File: src/rtl/msi_pkg.sv
`timescale 1ns/10ps
package msi_pkg;
    typedef enum logic [1:0] {
        ST_I = 2'b00,
        ST_S = 2'b01,
        ST_M = 2'b10
    } line_st_e;

    typedef enum logic [2:0] {
        BC_NONE = 3'd0,
        BC_RD   = 3'd1,
        BC_RDX  = 3'd2,
        BC_UPG  = 3'd3,
        BC_WB   = 3'd4
    } bus_cmd_e;

    typedef enum logic {
        FS_IDLE,
        FS_ACQUIRE
    } ctrl_st_e;
endpackage

File: src/rtl/msi_line_store.sv
`timescale 1ns/10ps
module msi_line_store #(
    parameter int LINES  = 4,
    parameter int IDX_W  = $clog2(LINES),
    parameter int TAG_W  = 4,
    parameter int DATA_W = 8
) (
    input  logic              clk,
    input  logic              rst_n,
    input  logic              upd_en,
    input  logic [IDX_W-1:0]  upd_idx,
    input  logic [1:0]        upd_state,
    input  logic              upd_tag_en,
    input  logic [TAG_W-1:0]  upd_tag,
    input  logic              upd_data_en,
    input  logic [DATA_W-1:0] upd_data,
    output logic [1:0]        st_q   [LINES],
    output logic [TAG_W-1:0]  tag_q  [LINES],
    output logic [DATA_W-1:0] data_q [LINES]
);
    import msi_pkg::*;

    for (genvar g = 0; g < LINES; g++) begin : g_line
        logic sel;
        assign sel = upd_en && (upd_idx == IDX_W'(g));

        always_ff @(posedge clk) begin
            if (!rst_n) begin
                st_q[g] <= ST_I;
            end else if (sel) begin
                st_q[g] <= upd_state;
            end
        end

        always_ff @(posedge clk) begin
            if (sel && upd_tag_en)  tag_q[g]  <= upd_tag;
            if (sel && upd_data_en) data_q[g] <= upd_data;
        end
    end
endmodule

File: src/rtl/msi_snoop_logic.sv
`timescale 1ns/10ps
module msi_snoop_logic #(
    parameter int TAG_W = 4
) (
    input  logic             snp_valid,
    input  logic [2:0]       snp_cmd,
    input  logic [1:0]       line_st,
    input  logic [TAG_W-1:0] line_tag,
    input  logic [TAG_W-1:0] snp_tag,
    output logic             upd,
    output logic [1:0]       nxt_st,
    output logic             flush
);
    import msi_pkg::*;

    logic held;
    assign held = snp_valid && (line_st != ST_I) && (line_tag == snp_tag);

    always_comb begin
        upd    = 1'b0;
        nxt_st = line_st;
        flush  = 1'b0;
        if (held) begin
            unique case (bus_cmd_e'(snp_cmd))
                BC_RD: begin
                    if (line_st == ST_M) begin
                        upd    = 1'b1;
                        nxt_st = ST_S;
                        flush  = 1'b1;
                    end
                end
                BC_RDX: begin
                    upd    = 1'b1;
                    nxt_st = ST_I;
                    flush  = (line_st == ST_M);
                end
                BC_UPG: begin
                    upd    = 1'b1;
                    nxt_st = ST_I;
                end
                default: ;
            endcase
        end
    end
endmodule

File: src/rtl/msi_snoop_ctrl.sv
`timescale 1ns/10ps
module msi_snoop_ctrl #(
    parameter int ADDR_W = 6,
    parameter int DATA_W = 8,
    parameter int LINES  = 4
) (
    input  logic              clk,
    input  logic              rst_n,
    input  logic              cpu_valid,
    input  logic              cpu_we,
    input  logic [ADDR_W-1:0] cpu_addr,
    input  logic [DATA_W-1:0] cpu_wdata,
    output logic              cpu_ready,
    output logic [DATA_W-1:0] cpu_rdata,
    output logic              bus_req,
    input  logic              bus_gnt,
    output logic [2:0]        bus_cmd,
    output logic [ADDR_W-1:0] bus_addr,
    output logic [DATA_W-1:0] bus_wdata,
    input  logic [DATA_W-1:0] bus_rdata,
    input  logic              snp_valid,
    input  logic [2:0]        snp_cmd,
    input  logic [ADDR_W-1:0] snp_addr,
    output logic              snp_flush,
    output logic [DATA_W-1:0] snp_data,
    input  logic [ADDR_W-1:0] probe_addr,
    output logic [1:0]        probe_state
);
    import msi_pkg::*;

    localparam int IDX_W = $clog2(LINES);
    localparam int TAG_W = ADDR_W - IDX_W;

    logic [1:0]        st_q   [LINES];
    logic [TAG_W-1:0]  tag_q  [LINES];
    logic [DATA_W-1:0] data_q [LINES];

    logic [IDX_W-1:0] c_idx, s_idx, p_idx;
    logic [TAG_W-1:0] c_tag, s_tag, p_tag;
    assign c_idx = cpu_addr[IDX_W-1:0];
    assign c_tag = cpu_addr[ADDR_W-1:IDX_W];
    assign s_idx = snp_addr[IDX_W-1:0];
    assign s_tag = snp_addr[ADDR_W-1:IDX_W];
    assign p_idx = probe_addr[IDX_W-1:0];
    assign p_tag = probe_addr[ADDR_W-1:IDX_W];

    logic c_match, c_hit, c_own, c_shared, c_dirty_victim;
    assign c_match        = (tag_q[c_idx] == c_tag);
    assign c_hit          = c_match && (st_q[c_idx] != ST_I);
    assign c_own          = c_match && (st_q[c_idx] == ST_M);
    assign c_shared       = c_match && (st_q[c_idx] == ST_S);
    assign c_dirty_victim = !c_match && (st_q[c_idx] == ST_M);

    logic       s_upd, s_flush;
    logic [1:0] s_st;

    msi_snoop_logic #(.TAG_W(TAG_W)) u_snoop (
        .snp_valid (snp_valid),
        .snp_cmd   (snp_cmd),
        .line_st   (st_q[s_idx]),
        .line_tag  (tag_q[s_idx]),
        .snp_tag   (s_tag),
        .upd       (s_upd),
        .nxt_st    (s_st),
        .flush     (s_flush)
    );

    assign snp_flush   = s_flush;
    assign snp_data    = s_flush ? data_q[s_idx] : '0;
    assign probe_state = (tag_q[p_idx] == p_tag) ? st_q[p_idx] : ST_I;

    ctrl_st_e          state_q, state_d;
    logic              l_en, l_tag_en, l_data_en;
    logic [1:0]        l_state;
    logic [DATA_W-1:0] l_data;

    always_ff @(posedge clk) begin
        if (!rst_n) state_q <= FS_IDLE;
        else        state_q <= state_d;
    end

    always_comb begin
        state_d   = state_q;
        cpu_ready = 1'b0;
        cpu_rdata = data_q[c_idx];
        bus_req   = 1'b0;
        bus_cmd   = BC_NONE;
        bus_addr  = '0;
        bus_wdata = '0;
        l_en      = 1'b0;
        l_state   = ST_I;
        l_tag_en  = 1'b0;
        l_data_en = 1'b0;
        l_data    = cpu_wdata;
        unique case (state_q)
            FS_IDLE: begin
                if (cpu_valid && !snp_valid) begin
                    if (cpu_we ? c_own : c_hit) begin
                        cpu_ready = 1'b1;
                        if (cpu_we) begin
                            l_en      = 1'b1;
                            l_state   = ST_M;
                            l_data_en = 1'b1;
                        end
                    end else begin
                        state_d = FS_ACQUIRE;
                    end
                end
            end
            FS_ACQUIRE: begin
                bus_req = 1'b1;
                if (bus_gnt) begin
                    if (c_dirty_victim) begin
                        bus_cmd   = BC_WB;
                        bus_addr  = {tag_q[c_idx], c_idx};
                        bus_wdata = data_q[c_idx];
                        l_en      = 1'b1;
                        l_state   = ST_I;
                    end else begin
                        bus_addr  = cpu_addr;
                        cpu_ready = 1'b1;
                        state_d   = FS_IDLE;
                        l_en      = 1'b1;
                        l_tag_en  = 1'b1;
                        l_data_en = 1'b1;
                        if (cpu_we) begin
                            bus_cmd = c_shared ? BC_UPG : BC_RDX;
                            l_state = ST_M;
                        end else begin
                            bus_cmd   = BC_RD;
                            l_state   = ST_S;
                            l_data    = bus_rdata;
                            cpu_rdata = bus_rdata;
                        end
                    end
                end
            end
            default: state_d = FS_IDLE;
        endcase
    end

    msi_line_store #(
        .LINES (LINES),
        .IDX_W (IDX_W),
        .TAG_W (TAG_W),
        .DATA_W(DATA_W)
    ) u_store (
        .clk        (clk),
        .rst_n      (rst_n),
        .upd_en     (s_upd || l_en),
        .upd_idx    (s_upd ? s_idx : c_idx),
        .upd_state  (s_upd ? s_st : l_state),
        .upd_tag_en (!s_upd && l_tag_en),
        .upd_tag    (c_tag),
        .upd_data_en(!s_upd && l_data_en),
        .upd_data   (l_data),
        .st_q       (st_q),
        .tag_q      (tag_q),
        .data_q     (data_q)
    );
endmodule

File: config.mk
export PLATFORM = sky130hd
export DESIGN_NAME = msi_snoop_ctrl
export DESIGN_NICKNAME = d
export VERILOG_FILES = /design/src/rtl/msi_pkg.sv /design/src/rtl/msi_line_store.sv /design/src/rtl/msi_snoop_logic.sv /design/src/rtl/msi_snoop_ctrl.sv
export SDC_FILE = /design/constraint.sdc
export NUM_CORES = 1
export LEC_CHECK = 0
export ABC_AREA = 0
export ABC_CLOCK_PERIOD_IN_PS = 3150
export BUFFER_PORTS_ARGS = -buffer_cell sky130_fd_sc_hd__buf_2
export CORE_MARGIN = 5
export CORE_UTILIZATION = 45
export CTS_CLUSTER_DIAMETER = 120
export DETAILED_ROUTE_END_ITERATION = 8
export GPL_TIMING_DRIVEN = 0
export PLACE_DENSITY = 0.68
export SLEW_MARGIN = 5
export SYNTH_ARGS = -nofsm -noshare
export SYNTH_HDL_FRONTEND = slang
export SYNTH_SLANG_ARGS = --single-unit
File: constraint.sdc
create_clock -name clk -period 3.15 [get_ports clk]
set_input_delay 0.315 -clock clk [delete_from_list [all_inputs] [get_ports clk]]
set_output_delay 0.315 -clock clk [all_outputs]
set_load 0.03 [all_outputs]
==> out/qor.yml, run 1 <==
outcome: "complete, no violations"
grt_pass1_wl_mm: 14.83
cpPeakStageDelay_ps: 530
antenna_found_initial: 0
yosys_warnings: 0
drv_slew: 0
internal_power_mw: 1.303
layout_common_cells: "buf_2 (81), edfxtp_1 (48), mux4_2 (28)"
synthesis.nets: 304
antenna_cells: 0
final_common_cell: "buf_2"
cp_data_arrival_time_ps: 2710
cp_slowest_cell: "mux4_2"
path_cells: "mux4_2, xnor2_2, nand4_4, a211oi_4, buf_4, mux2_4, buf_2"
drc: 0
syn_area_mm2: 0.003669
gp_congestion: 0.8931
grt_max_degree: 13
hp-class: "input port to flop"
crit_path_end_kind: "output port"
die_area_mm2: 0.01006
synth_top_cell_area_share_pct: 39.29
pwr-share-clk_pct: 39.4
p_seq_share_pct: 46.5
fmax_ghz: 0.3304
setup_tns_ps: 0
coreArea_mm2: 0.008093
r2r_cells: 7
critPathLaunch: "u_store.tag_q[2]"
grt_pass1_vias: 2758
ys_ff_latch: 57
synth_top_area_cell: "edfxtp_1"
dp_cells: 443
cts_sinks: 57
hold_start: "cpu_addr[5]"
max_slew_margin_pct: 45.31
cts-root-buf: "clkbuf_8"
postPlaceCellArea_mm2: 0.004185
drtPass1Iterations: 4
comb_power_share_pct: 14.1
post-dp-hpwl_mm: 6.813
ant_nets: 0
start_kind: "flop"
die_w_um: 100.3
via_count: 2640
placementRows: 33
powerDensity_mw_per_mm2: 394.8
drt_iter0_drc: 139
track_usage_pct: 19.63
syn_avg_cell_area_um2: 14.06
synth_async_sr_flop_share_pct: 0
cts_tree: "built"
wl_per_cell_um: 19.93
drive_gt1_share_pct: 45.00
whs_path_depth: 1
yosys-top-cells-area: "edfxtp_1 (39%), mux4_2 (17%), dfxtp_1 (4.9%)"
insertion_delay_ps: 340
setup_violations: 0
utilization_pct: 55.26
cts_inserted_buffers: 9
syn_to_final_growth_pct: 21.90
design_area_mm2: 0.004472
rsz0062_at_grt: "true"
crit_required_ps: 2830
htree_levels: 3
routed_wl_mm: 9.267
die_y_um: 100.3
p_switching_mw: 0.4625
overflow: 0
nNetsFinal: 398
p_leak_nw: 1.762
final.min_clock_period_ps: 3027
clock_path_buffers: 2
finalClockSkew_ps: 13.19
hold_violations: 0
syn_inst: 261
start_util_pct: 45.33
peakVddDrop_mv: 0.2577
synth.yosys.seq_area_share_pct: 44.20
portBuffers: 77
critical_path_class: "flop to output port"
cap_viol_max_count: 0
synthFlopType: "edfxtp_1"
critPathMaxFanout: 5
final_cells: 465
switching_share_pct: 26.20
synth_edf_count: 48
vias_per_cell: 5.677
synth_cell_types: 43
io_pins: 81
hold-path-endpoint: "u_store.tag_q[3]"
r2r-end: "u_store.tag_q[2]"
min_period_over_period_pct: 96.09
tightest_slew_ps: 814.1
hold_buffers: 0
clk_pin_slew_ps: 60
reg2reg_slack_ps: 120
reg2reg_from: "u_store.tag_q[2]"
per-layer routing:
metal,vias up,track usage [%],part of all wire (%)
met5,-,0,0
met4,0,6.839,1.5
met3,13,4.726,6.7
met2,71,32.11,51
met1,1317,25.62,41
li1,1239,-,-
cell usage after synthesis (2+ instances only):
master / instances
a21o_1: 2
a21oi_1: 3
a22o_1: 4
and2_1: 9
and3_1: 12
and3b_1: 3
and4b_1: 2
buf_2: 4
buf_4: 2
buf_6: 3
clkbuf_1: 8
dfxtp_1: 9
edfxtp_1: 48
inv_1: 3
mux2_1: 6
mux2_4: 10
mux2i_1: 8
mux4_1: 5
mux4_2: 27
nand2_1: 11
nand2b_1: 6
nand3_1: 4
nand4_1: 6
nand4b_1: 2
nor2_1: 12
nor2b_1: 6
nor3_1: 9
o211ai_1: 10
xnor2_1: 9
xnor2_2: 3
xor2_1: 3
how the worst max path moves through the flow:
stage	end	depth (start not counted)
after CTS	u_store.data_q[2]	6
after global routing	u_store.tag_q[0]	7
after detailed placement	u_store.data_q[15]	8
final	cpu_rdata[4]	7
after global placement	u_store.data_q[8]	8
after floorplan	u_store.data_q[0]	8
repair_timing:
item	in CTS	in global routing
pin swaps	0	2
endpoints found under the hold margin	0	0
setup endpoints to repair	50	61
setup buffers	1	4
cloned	0	1
resized for setup	4	9
power groups by stage:
| stage | Combinational (mW) | Sequential (mW) | Clock, mW |
|---|---|---|---|
| finish | 0.248 | 0.821 | 0.696 |
| global route | 0.269 | 0.821 | 0.748 |
| global placement | 0.238 | 0.838 | 0 |
| floorplan | 0.161 | 0.839 | 0 |
| CTS | 0.243 | 0.821 | 0.712 |
| detailed placement | 0.240 | 0.838 | 0 |
metrics by stage:
step	worst slack (ps)	hold WS (ps)	total power [mW]
2_1_floorplan	308.6	413.9	0.9997
3_3_place_gp	-414.3	512.0	1.075
3_5_place_dp	-511.3	509.4	1.078
4_1_cts	-271.5	237.2	1.776
5_1_grt	-53.11	247.9	1.838
6_report	123.0	257.0	1.765
critical path, delay by kind of cell (launching register included):
family                    cells  cell delay, ps
muxes                         2             830
AOI/OAI and AO/OA             1             370
and+or+nand+nor               1             170
DFF                           1             410
xor gates and xnor gates      1             210
buffers and inverters         2             390
flip-flops by register name, summed over array words and instances (netlist names):
name,cells
u_store.st_q,8
state_q,1
u_store.tag_q,16
u_store.data_q,32
kinds of logic (layout without fill, tap and decap cells):
kind of cell	after synthesis	after routing	share of synthesized area [%]
AND/OR/NAND/NOR	84	84	13.27
flip-flops	57	57	44.20
multiplexers	56	56	28.27
AO/OA/AOI/OAI	28	28	6.958
buffers and inverters	21	120	3.103
XOR/XNOR	15	15	4.195
layout make-up:
| class | instances | area, um2 |
|---|---|---|
| well taps | 105 | 131.4 |
| multi-input cells | 183 | 1969 |
| plain buffers | 18 | 106.4 |
| repair buffers | 83 | 430.4 |
| clock inverters | 7 | 77.57 |
| fillers | 705 | 3621 |
| inverters | 3 | 11.26 |
| clock buffers | 9 | 123.9 |
| flip-flops and latches | 57 | 1622 |
No activity file was read; power rests on OpenSTA's default activity.
==> run 2, diff against run 1 <==
ABC_CLOCK_PERIOD_IN_PS = 3300   (was 3150)
HOLD_SLACK_MARGIN = 0.08   (was not set)
clock period = 3.3 ns   (was 3.15 ns; I/O delays follow)
==> out/qor.yml, run 2 (synthesis gave the netlist of run 1 again) <==
drtPass1Iterations: 4  # unchanged
track_usage_pct: 19.63  # unchanged
coreArea_mm2: 0.008093  # unchanged
nFillCells: 716  # +1.6%
cap_viol_max_count: 0  # unchanged
critPathMaxFanout: 10  # +5
cts_tree: "built"
design_area_mm2: 0.004413  # -1.3%
crit_path_end_kind: "output port"
postPlaceCellArea_mm2: 0.004185  # unchanged
die_y_um: 100.3  # unchanged
p_seq_share_pct: 46.5  # about the same
critical_path_class: "flop to output port"
r2r-end: "u_store.data_q[26]"
whs_path_depth: 1  # unchanged
hp-class: "input port to flop"
gp_congestion: 0.8931  # unchanged
finalClockSkew_ps: 18.04  # +4.847 ps
antenna_found_initial: 0  # unchanged
rsz0062_at_grt: "false"
hold_start: "cpu_addr[5]"
routed_wl_mm: 9.201  # -0.71%
die_area_mm2: 0.01006  # unchanged
regMostFlops: "u_store.data_q"
drt_iter0_drc: 175  # +26%
finalPower_mw: 1.685  # -4.5%
internal_power_mw: 1.239  # -4.9%
min_period_over_period_pct: 95.23
htree_levels: 3  # unchanged
portBuffers: 77  # unchanged
placementRows: 33  # unchanged
crit_buf_inv: 2  # unchanged
cts_sinks: 57  # unchanged
pwr-share-clk_pct: 39.8  # +0.4 points
multi_input_area_mm2: 0.001958  # -0.57%
worst_path_dominant_cell_family: "multiplexers"
via_count: 2615  # -0.95%
comb_power_share_pct: 13.7  # -0.4 points
cts-root-buf: "clkbuf_8"
pre_cts_slack_ps: -376.3  # +135.0 ps
setup_tns_ps: 0  # unchanged
powerDensity_mw_per_mm2: 381.9  # -3.3%
insertion_delay_ps: 350  # about the same
drive_gt1_share_pct: 43.22  # -1.8 points
final.min_clock_period_ps: 3142
syn_to_final_growth_pct: 20.29
wl_per_cell_um: 20.05  # +0.59%
cp_data_arrival_time_ps: 2810  # +100 ps
peakVddDrop_mv: 0.2461  # -4.5%
final_cells: 459  # -1.3%
nNetsFinal: 392  # -1.5%
cts_resized: 2  # -2
grt_max_degree: 13  # unchanged
layout_common_cells: "buf_2 (81), edfxtp_1 (48), mux4_2 (27)"
fmax_ghz: 0.3182
final_common_cell: "buf_2"
path_cells: "mux4_1, xnor2_2, nand4_4, a211oi_4, buf_6, mux2_4, buf_2"
drc: 0  # unchanged
ant_nets: 0  # unchanged
hold-path-endpoint: "u_store.tag_q[11]"
crit_required_ps: 2970  # +140 ps
cpPeakStageDelay_ps: 590  # +60 ps
overflow: 0  # unchanged
utilization_pct: 54.53  # -0.73 points
p_leak_nw: 1.731  # -1.8%
switching_share_pct: 26.45  # +0.25 points
max_slew_margin_pct: 43.27  # -2.0 points
top_regs: "u_store.data_q (32), u_store.tag_q (16), u_store.st_q (8)"
hold_violations: 0  # unchanged
drv_slew: 0  # unchanged
die_w_um: 100.3  # unchanged
antenna_cells: 0  # unchanged
start_util_pct: 45.33  # unchanged
grt_pass1_wl_mm: 14.81  # about the same
p_switching_mw: 0.4457  # -3.6%
tightest_slew_ps: 844.5  # +30.32 ps
clock_path_buffers: 2  # unchanged
worst_slack_ps: 157.5  # +34.51 ps
hold_buffers: 0  # unchanged
largest_reg_flops: 32  # unchanged
grt_pass1_vias: 2750  # -0.29%
reg2reg_slack_ps: 180  # +60 ps
post-dp-hpwl_mm: 6.813  # unchanged
setup_violations: 0  # unchanged
dp_cells: 443  # unchanged
clk_pin_slew_ps: 60  # about the same
vias_per_cell: 5.697  # +0.35%
reg2reg_from: "u_store.tag_q[15]"
cts_inserted_buffers: 9  # unchanged
outcome: "complete, no violations"
seqCellArea_mm2: 0.001622  # unchanged
start_kind: "flop"
r2r_cells: 6  # -1
post_cts_buffers: 0  # -1
cp_slowest_cell: "mux4_1"
io_pins: 81  # unchanged
fin_hold_ws_ps: 264.7  # +7.772 ps
## run 2: cell type report
class | instances | share of cell area, %
clock buffer | 9 | 2.807
tap | 105 | 2.977
multi-input combinational | 183 | 44.37
clock inverter | 7 | 1.758
inverter | 3 | 0.2552
timing repair buffer | 77 | 8.733
buffer | 18 | 2.353
sequential | 57 | 36.75
## run 2: power by group through the flow
stage          combinational [mW]  sequential, mW  clock (mW)
2_1_floorplan               0.153           0.801           0
3_3_place_gp                0.227           0.800           0
3_5_place_dp                0.229           0.800           0
4_1_cts                     0.230           0.784       0.679
5_1_grt                     0.251           0.784       0.714
6_report                    0.231           0.784       0.670
## run 2: how the worst max path moves through the flow
stage / start / to / slack (ps) / cells past startpoint
2_1_floorplan: snp_addr[0] / u_store.data_q[0] / 440 / 8
3_3_place_gp: cpu_addr[0] / u_store.data_q[8] / -280 / 8
3_5_place_dp: cpu_addr[0] / u_store.data_q[15] / -380 / 8
4_1_cts: u_store.tag_q[11] / u_store.data_q[2] / -180 / 6
5_1_grt: u_store.tag_q[11] / bus_addr[4] / 10 / 8
6_report: u_store.tag_q[15] / cpu_rdata[1] / 160 / 7
## run 2: metal layers
metal | track usage [%] | vias to the layer above | wire [um]
li1 | - | 1231 | -
met1 | 25.71 | 1308 | 3938
met2 | 32.01 | 61 | 4641
met3 | 4.726 | 15 | 462
met4 | 6.839 | 0 | 158
met5 | 0 | - | 0
==> run 3, diff against run 2 <==
ABC_CLOCK_PERIOD_IN_PS = 3240   (was 3300)
RECOVER_POWER = 50   (was not set)
clock period = 3.24 ns   (was 3.3 ns; I/O delays follow)
==> out/qor.yml, run 3 (synthesis gave the netlist of run 1 again) <==
cts-root-buf: "clkbuf_8"
worst_slack_ps: 174.8  # +17.22 ps
layout_common_cells: "buf_2 (67), edfxtp_1 (48), mux4_2 (27)"
grt_pass1_vias: 2750  # unchanged
drtPass1Iterations: 4  # unchanged
whs_path_depth: 2  # +1
seqCellArea_mm2: 0.001622  # unchanged
portBuffers: 77  # unchanged
cts_tree: "built"
vias_per_cell: 5.738  # +0.71%
largest_reg_flops: 32  # unchanged
fin_hold_ws_ps: 341.4  # +76.67 ps
placementRows: 33  # unchanged
reg2reg_from: "u_store.tag_q[15]"
final.min_clock_period_ps: 3065
tightest_slew_ps: 836.9  # -7.515 ps
wl_met1_mm: 3.844  # -2.4%
hold-path-endpoint: "u_store.data_q[27]"
syn_to_final_growth_pct: 19.95
pre_cts_slack_ps: -430.3  # -54.00 ps
wl_per_cell_um: 19.93  # -0.60%
wl_met3_um: 549  # +19%
drive_gt1_share_pct: 39.04  # -4.2 points
hold_buffers: 0  # unchanged
maxUsedRoutingLayer: "met4"
outcome: "complete, no violations"
max_slew_margin_pct: 43.77  # +0.50 points
rsz0062_at_grt: "false"
drv_slew: 0  # unchanged
post-dp-hpwl_mm: 6.813  # unchanged
final_common_cell: "buf_2"
top_regs: "u_store.data_q (32), u_store.tag_q (16), u_store.st_q (8)"
clk_pin_slew_ps: 80  # +20 ps
htree_levels: 3  # unchanged
powerDensity_mw_per_mm2: 388.3  # +1.7%
start_util_pct: 45.33  # unchanged
clock_path_buffers: 2  # unchanged
antenna_found_initial: 0  # unchanged
routed_wl_mm: 9.186  # -0.16%
die_y_um: 100.3  # unchanged
hp-class: "input port to flop"
coreArea_mm2: 0.008093  # unchanged
min_period_over_period_pct: 94.61
start_kind: "flop"
cap_viol_max_count: 0  # unchanged
die_w_um: 100.3  # unchanged
die_area_mm2: 0.01006  # unchanged
r2r_cells: 6  # unchanged
route.met2.wl_mm: 4.694  # +1.1%
finalClockSkew_ps: 14.02  # -4.021 ps
cp_data_arrival_time_ps: 2740  # -70 ps
p_leak_nw: 1.676  # -3.1%
peakVddDrop_mv: 0.2504  # +1.8%
nNetsFinal: 394  # +0.51%
cts_sinks: 57  # unchanged
insertion_delay_ps: 340  # about the same
setup_violations: 0  # unchanged
drc: 0  # unchanged
ant_nets: 0  # unchanged
r2r-end: "u_store.tag_q[2]"
crit_required_ps: 2920  # -50 ps
hold_violations: 0  # unchanged
multi_input_area_mm2: 0.001953  # -0.26%
gp_congestion: 0.8931  # unchanged
nFillCells: 726  # +1.4%
grt_pass1_wl_mm: 14.81  # unchanged
reg2reg_slack_ps: 210  # +30 ps
hold_start: "cpu_wdata[3]"
antenna_cells: 0  # unchanged
overflow: 0  # unchanged
critical_path_class: "flop to output port"
io_pins: 81  # unchanged
cts_inserted_buffers: 9  # unchanged
drt_iter0_drc: 155  # -11%
critPathMaxFanout: 10  # unchanged
regMostFlops: "u_store.data_q"
crit_path_end_kind: "output port"
via_count: 2645  # +1.1%
grt_max_degree: 13  # unchanged
track_usage_pct: 19.63  # unchanged
fmax_ghz: 0.3262
## run 3: cell count changes in the layout (fill, tap and decap cells not counted), moves of 2 or more
cell / change
clkbuf_1: +16
buf_2: -14
mux2_1: +2
clkbuf_4: +3
mux2_4: -2
## run 3: metrics by stage
step	setup TNS, ps	util, %	power, mW	instances	cell area [um2]
final	0	54.38	1.709	461	4400
after global routing	0	54.38	1.778	461	4400
after CTS	-3627	54.28	1.724	459	4393
after detailed placement	-9754	51.72	1.048	443	4185
after global placement	-8133	51.72	1.045	443	4185
after floorplan	0	-	0.9720	261	3669
## run 3: worst max-delay path by stage
stage	from	to	slack, ps	depth (start not counted)
floorplan	snp_addr[0]	u_store.data_q[0]	390	8
global placement	cpu_addr[0]	u_store.data_q[8]	-330	8
detailed placement	cpu_addr[0]	u_store.data_q[15]	-430	8
CTS	u_store.tag_q[11]	u_store.data_q[2]	-240	6
global route	u_store.tag_q[11]	u_store.tag_q[0]	20	6
finish	u_store.tag_q[15]	cpu_rdata[1]	170	7
## run 3: timing repair
action,4_1_cts,5_1_grt
resized for setup,2,6
setup endpoints to repair,34,49
setup buffers,0,2
pin swaps,0,1
## run 3: final cells by class
class | instances | area share [%]
clock buffer | 9 | 2.815
timing repair buffer | 79 | 8.701
sequential | 57 | 36.85
tap | 105 | 2.985
clock inverter | 7 | 1.763
inverter | 3 | 0.2559
multi-input combinational | 183 | 44.38
buffer | 18 | 2.246
## run 3: per-layer routing
metal  vias up  GRT usage [%]
li1       1238              -
met1      1325          25.71
met2        74          32.01
met3         8          4.726
met4         0          6.839
met5         -              0
## run 3: critical path, cell delays in order, from the launching register on
cell and delay (ps):
edfxtp_1 400, mux4_1 590, xnor2_2 200, nand4_4 210
a211oi_4 290, buf_6 210, mux2_4 310, buf_2 180
## run 3: power by group
| part | internal [mW] | total, mW | leakage [nW] | switching, mW |
|---|---|---|---|---|
| Clock | 0.363 | 0.678 | 0.102 | 0.315 |
| Sequential | 0.796 | 0.798 | 0.504 | 0.00183 |
| Combinational | 0.100 | 0.232 | 1.07 | 0.132 |
| Total | 1.26 | 1.71 | 1.68 | 0.449 |
